`src/rtl/mer_pkg.sv`:
```
package mer_pkg;

    typedef enum logic [1:0] {
        ST_IDLE     = 2'd0,
        ST_ASSEMBLE = 2'd1,
        ST_FULL     = 2'd2
    } mer_state_e;

    typedef enum logic [1:0] {
        OP_HOLD  = 2'd0,
        OP_LOAD  = 2'd1,
        OP_SHIFT = 2'd2,
        OP_CLEAR = 2'd3
    } mer_op_e;

endpackage

```
`src/rtl/mer_edge_sync.sv`:
```
module mer_edge_sync #(
    parameter int STAGES = 2
) (
    input  logic clk,
    input  logic rst_n,
    input  logic async_i,
    output logic fall_o
);
    // STAGES synchroniser flops plus one history flop for edge detection
    localparam int LEN = STAGES + 1;

    logic [LEN-1:0] sh_q;

    always_ff @(posedge clk or negedge rst_n) begin
        if (!rst_n) sh_q <= '0;
        else        sh_q <= {sh_q[LEN-2:0], async_i};
    end

    assign fall_o = sh_q[LEN-1] & ~sh_q[LEN-2];

    // A detected falling edge never lasts more than one cycle
    AST_FALL_ONE_CYCLE: assert property (@(posedge clk) disable iff (!rst_n)
        fall_o |=> !fall_o);

endmodule

```
`src/rtl/mer_marker_chain.sv`:
```
module mer_marker_chain
    import mer_pkg::*;
#(
    parameter int W = 4
) (
    input  logic         clk,
    input  logic         rst_n,
    input  mer_op_e      op_i,
    input  logic [W-1:0] pdata_i,
    input  logic         sdata_i,
    output logic [W-1:0] word_o,
    output logic         fc_o,
    output logic         f0_o
);
    // Chain layout: bits W-1..0 are the data stages (bit 0 first out),
    // bit W is the flag stage. The marker is preset in the top data stage.
    localparam int                 LEN       = W + 1;
    localparam logic [LEN-1:0]     RESET_PAT = LEN'(1) << (W - 1);

    logic [LEN-1:0] chain_q;
    logic [LEN-1:0] chain_d;

    // Per-stage next value for the data stages
    for (genvar i = 0; i < W; i++) begin : g_stage
        logic upper;
        if (i == W - 1) begin : g_top
            assign upper = sdata_i;
        end else begin : g_mid
            assign upper = chain_q[i+1];
        end
        always_comb begin
            unique case (op_i)
                OP_LOAD:  chain_d[i] = pdata_i[i];
                OP_SHIFT: chain_d[i] = upper;
                OP_CLEAR: chain_d[i] = RESET_PAT[i];
                default:  chain_d[i] = chain_q[i];
            endcase
        end
    end

    // Flag stage next value
    always_comb begin
        unique case (op_i)
            OP_LOAD:  chain_d[W] = 1'b1;
            OP_SHIFT: chain_d[W] = chain_q[0];
            OP_CLEAR: chain_d[W] = 1'b0;
            default:  chain_d[W] = chain_q[W];
        endcase
    end

    always_ff @(posedge clk or negedge rst_n) begin
        if (!rst_n) chain_q <= RESET_PAT;
        else        chain_q <= chain_d;
    end

    assign word_o = chain_q[W-1:0];
    assign fc_o   = chain_q[W];
    assign f0_o   = chain_q[0];

    AST_LOAD_COPIES: assert property (@(posedge clk) disable iff (!rst_n)
        (op_i == OP_LOAD) |=> (word_o == $past(pdata_i)) && fc_o);

    AST_SHIFT_ENTERS_TOP: assert property (@(posedge clk) disable iff (!rst_n)
        (op_i == OP_SHIFT) |=> (word_o[W-1] == $past(sdata_i)));

    AST_FULL_HOLDS: assert property (@(posedge clk) disable iff (!rst_n)
        (fc_o && op_i != OP_CLEAR) |=> $stable(word_o) && fc_o);

    AST_CLEAR_PATTERN: assert property (@(posedge clk) disable iff (!rst_n)
        (op_i == OP_CLEAR) |=> ({fc_o, word_o} == RESET_PAT));

endmodule

```
`src/rtl/mer_ctrl.sv`:
```
module mer_ctrl
    import mer_pkg::*;
(
    input  logic    clk,
    input  logic    rst_n,
    input  logic    pload_i,
    input  logic    fall_i,
    input  logic    sen_n_i,
    input  logic    ack_i,
    input  logic    fc_i,
    input  logic    f0_i,
    output mer_op_e op_o
);
    mer_state_e state_q;
    mer_state_e state_d;

    // State register
    always_ff @(posedge clk or negedge rst_n) begin
        if (!rst_n) state_q <= ST_IDLE;
        else        state_q <= state_d;
    end

    // Output process: operation requested from the chain
    always_comb begin
        op_o = OP_HOLD;
        unique case (state_q)
            ST_IDLE, ST_ASSEMBLE: begin
                if (pload_i)                 op_o = OP_LOAD;
                else if (fall_i && !sen_n_i) op_o = OP_SHIFT;
            end
            ST_FULL: begin
                if (ack_i) op_o = OP_CLEAR;
            end
            default: op_o = OP_HOLD;
        endcase
    end

    // Next-state process
    always_comb begin
        state_d = state_q;
        unique case (state_q)
            ST_IDLE, ST_ASSEMBLE: begin
                if (op_o == OP_LOAD)
                    state_d = ST_FULL;
                else if (op_o == OP_SHIFT)
                    // The marker is in F0 exactly when this shift completes the word
                    state_d = f0_i ? ST_FULL : ST_ASSEMBLE;
            end
            ST_FULL: begin
                if (op_o == OP_CLEAR) state_d = ST_IDLE;
            end
            default: state_d = ST_IDLE;
        endcase
    end

    // The controller's view of fullness must match the marker in the flag stage
    AST_STATE_TRACKS_MARKER: assert property (@(posedge clk) disable iff (!rst_n)
        (state_q == ST_FULL) == fc_i);

    AST_NO_SHIFT_DISABLED: assert property (@(posedge clk) disable iff (!rst_n)
        sen_n_i |-> (op_o != OP_SHIFT));

endmodule

```
`src/rtl/marker_entry_reg.sv`:
```
module marker_entry_reg
    import mer_pkg::*;
#(
    parameter int W           = 4,
    parameter int SYNC_STAGES = 2
) (
    input  logic         clk,
    input  logic         rst_n,
    input  logic         pload,
    input  logic [W-1:0] pdata,
    input  logic         sdata,
    input  logic         sclk,
    input  logic         sen_n,
    output logic         full_n,
    output logic         xfer_req,
    output logic [W-1:0] xfer_word,
    input  logic         xfer_ack
);
    logic    sclk_fall;
    logic    fc;
    logic    f0;
    mer_op_e op;

    mer_edge_sync #(.STAGES(SYNC_STAGES)) u_sync (
        .clk    (clk),
        .rst_n  (rst_n),
        .async_i(sclk),
        .fall_o (sclk_fall)
    );

    mer_ctrl u_ctrl (
        .clk    (clk),
        .rst_n  (rst_n),
        .pload_i(pload),
        .fall_i (sclk_fall),
        .sen_n_i(sen_n),
        .ack_i  (xfer_ack),
        .fc_i   (fc),
        .f0_i   (f0),
        .op_o   (op)
    );

    mer_marker_chain #(.W(W)) u_chain (
        .clk    (clk),
        .rst_n  (rst_n),
        .op_i   (op),
        .pdata_i(pdata),
        .sdata_i(sdata),
        .word_o (xfer_word),
        .fc_o   (fc),
        .f0_o   (f0)
    );

    assign full_n   = ~fc;
    assign xfer_req = fc;

    AST_LOAD_WINS: assert property (@(posedge clk) disable iff (!rst_n)
        (pload && sclk_fall && full_n) |=> (xfer_word == $past(pdata)) && !full_n);

    AST_ACK_IDLE_NOP: assert property (@(posedge clk) disable iff (!rst_n)
        (xfer_ack && full_n && !pload && !sclk_fall) |=> $stable(xfer_word) && full_n);

endmodule

```
`config.mk`:
```
export PLATFORM = sky130hd
export DESIGN_NAME = marker_entry_reg
export DESIGN_NICKNAME = d
export VERILOG_FILES = /design/src/rtl/mer_pkg.sv /design/src/rtl/mer_edge_sync.sv /design/src/rtl/mer_marker_chain.sv /design/src/rtl/mer_ctrl.sv /design/src/rtl/marker_entry_reg.sv
export SDC_FILE = /design/constraint.sdc
export NUM_CORES = 1
export LEC_CHECK = 0
export ABC_AREA = 1
export BUFFER_PORTS_ARGS = -buffer_cell sky130_fd_sc_hd__clkbuf_2
export CAP_MARGIN = 20
export CORE_AREA = 2 2 39 41
export CTS_CLUSTER_SIZE = 14
export DETAILED_ROUTE_END_ITERATION = 8
export DIE_AREA = 0 0 41 43
export PLACE_DENSITY_LB_ADDON = 0.1
export SYNTH_ARGS = -nofsm -noshare
export SYNTH_HDL_FRONTEND = slang
export SYNTH_SLANG_ARGS = --single-unit
```
`constraint.sdc`:
```
create_clock -name clk -period 1.4 [get_ports clk]
set_clock_uncertainty 0.05 [all_clocks]
set_input_delay 0 -clock clk [delete_from_list [all_inputs] [get_ports clk]]
set_output_delay 0 -clock clk [all_outputs]
set_load 0.005 [all_outputs]
```
==> impl_metrics.yaml <==
finish:
  fin_nets: 94
  seq_area_um2: 251.5
  drive_gt1_frac: 0.3537
  antenna_cells: 0
  fill_cells: 142
  syn2layout_area_growth_pct: 41.41
  multi_input_area_um2: 183.9
critical_path:
  end_kind: "register"
  path_delay_family: "simple AND/OR/NAND/NOR gates"
  crit_chain: "nor2_4, nand3_4, nand2_2, nand2_1, nand2_1, nand2_1"
  slowest_delay_ps: 440
  critPathMaxFanout: 7
  critPathBufInv: 0
  cp.required_ps: 1510
  crit_type: "reg2reg"
  cpMaxStageDelayCell: "dfrtp_1"
  cpMostUsedCell: "nand2_1"
  startpoint_type: "register"
  cp_data_arrival_time_ps: 1240
global_route:
  grt_pass1_wl_um: 1628
  antenna_found_initial: 0
  grt_use_total: 0.1415
  grt_max_degree: 11
  grt_overflow: 0
  grt_pass1_vias: 414
clock_tree:
  postCtsSetupBuffers: 0
  cts.root.buffer_cell: "clkbuf_4"
  cts_tree: "done"
  cts_buffer_depth: 2
  cts_inserted_buffers: 3
  cts_resized: 0
  path_clk_slew_ps: 70
  clk_latency_ps: 260
  cts-htree-levels: 1
  numClockSinks: 10
yosys:
  avgSynthCellArea_um2: 8.580
  synth_xor_area_frac: 0
  synth.net_count: 67
  synth_edf_count: 0
  synthArstFlopShare: 1.000
  synth_top_family_by_area: "simple AND/OR/NAND/NOR gates"
  yosysMostFrequentCell: "nand2_1"
  synth_compound_area_frac: 0
  ys_ff_latch: 10
  yosysWarnings: 0
  synth-simple-area-share: 0.3828
  synth_cells: 56
  synthFlopType: "dfrtp_1"
  synth_top_area_share: 0.4688
  yosys.area_share.adder: 0
  ys_types: 14
  synth_area_leaders: "dfrtp_1 47%, nand3_1 13%, nand2_1 12%"
  netlist_area_um2: 480.5
  synth_commonest_cells: "15 x nand2_1, 12 x nand3_1, 9 x dfrtp_1, 8 x inv_1"
  yosysTopAreaCell: "dfrtp_1"
  synth-seq-area-share: 0.5234
  synth_mux_area_frac: 0
sta:
  worst_pin_slew_ps: 253.0
  slew_headroom: 0.8313
  clock.fmax_ghz: 0.8844
  hold_viol_final: 0
  layout_setup_ws_ps: 269.3
  setup_viol: 0
  finalSetupTns_ps: 0
  rsz0062_at_grt: "no"
  fin_crit_ps: 1131
  slew_violations: 0
  finalCritPeriodShare: 0.8076
placement:
  place_ws_ps: 274.8
  place.gp.congestion: 0.6955
  place.detailed.hpwl_um: 690.7
  port_buffers: 16
power_and_ir_drop:
  cellLeakagePower_nw: 0.3768
  powerDensity_mw_per_mm2: 1736
  ir_worst_vdd_uv: 685.9
drt:
  drt_iter0_markers: 3
  viasPerCell: 4.286
  num_vias: 420
  wl_um: 932
  met2_length_um: 455
  top_layer: "met4"
  drc: 0
  first_pass_iters: 3
  post_drt_wl_per_cell_um: 9.510
  antenna_left: 0
  wl_met1_um: 418
  wl_met3_um: 45
floorplan:
  die_h_um: 43
  rows: 14
  core_area_mm2: 0.001384
  dieArea_mm2: 0.001763
  initial_utilization: 0.3472
  dieWidth_um: 41
  ios: 17
run_status:
  status: "finished clean"
min_path:
  hold_path.class: "in2reg"
flow_run:
  cap_violations: 0
timing repair:
item                                    in CTS  in global routing
hold buffers                                 7                  0
endpoints found under the setup margin       0                  0
hold endpoints to repair                    15                  0
flip-flops by register name, summed over array words and instances, names as in the netlist:
register and flops:
u_sync.sh_q 3, u_chain.chain_q 5, u_ctrl.state_q 2
power breakdown:
part / internal (mW) / total [mW] / switching [mW]
Combinational: 0.191 / 0.425 / 0.234
Clock: 0.158 / 0.260 / 0.102
Sequential: 0.404 / 0.494 / 0.0900
Total: 0.753 / 1.18 / 0.426
logic make-up after synthesis:
kind of cell	count (synthesis)
and+or+nand+nor	35
buffers and inverters	11
DFF	10
worst reg2reg max path, stage by stage, from the launching register on:
cell and delay (ps):
dfrtp_1 440, nor2_4 160, nand3_4 130, nand2_2 100, nand2_1 50, nand2_1 50
nand2_1 40
final cells by class:
| cell class | instances | share of cell area |
|---|---|---|
| inverter | 10 | 0.05525 |
| timing repair buffer | 23 | 0.2210 |
| sequential | 10 | 0.3702 |
| clock buffer | 4 | 0.05341 |
| multi-input combinational | 35 | 0.2707 |
| tap | 16 | 0.02947 |
path summary, 6_finish.rpt:
kind | from | to | slack (ps) | cells after the start
min reg2reg | u_sync.sh_q[0]$_DFF_PN0_ | u_sync.sh_q[1]$_DFF_PN0_ | 300 | 0
max in group asynchronous | rst_n | u_chain.chain_q[3]$_DFFE_PN1P_ | 950 | 2
min | sen_n | u_chain.chain_q[3]$_DFFE_PN1P_ | 30 | 6
max | u_ctrl.state_q[1]$_DFFE_PN0P_ | u_ctrl.state_q[0]$_DFFE_PN0P_ | 270 | 6
max reg2reg | u_ctrl.state_q[1]$_DFFE_PN0P_ | u_ctrl.state_q[0]$_DFFE_PN0P_ | 270 | 6
min in group asynchronous | rst_n | u_sync.sh_q[0]$_DFF_PN0_ | 90 | 2
metal layers:
metal / track usage / vias to the layer above
li1: - / 225
met1: 0.1886 / 183
met2: 0.1844 / 10
met3: 0.03141 / 2
met4: 0.1200 / 0
met5: 0 / -
cell usage in the layout, fill, tap and decap left out, types with 2 or more instances in the layout:
cell type / synthesis / routed
clkbuf_2: 0 / 16
clkbuf_4: 0 / 3
dfrtp_1: 9 / 9
dlygate4sd3_1: 0 / 7
inv_1: 8 / 8
inv_2: 2 / 2
nand2_1: 15 / 15
nand2_2: 2 / 2
nand3_1: 12 / 12
stage by stage:
stage	std cells	area (µm²)	hold WS [ps]	utilization	total power, mW
finish	98	679.4	33.35	0.4910	1.179
CTS	98	679.4	35.93	0.4910	1.202
global placement	87	573.1	-167.1	0.4141	0.9263
detailed placement	87	573.1	-166.4	0.4141	0.9196
global route	98	679.4	96.09	0.4910	1.292
floorplan	56	480.5	-345.6	-	0.7775
No activity file was read; power rests on OpenSTA's default activity.
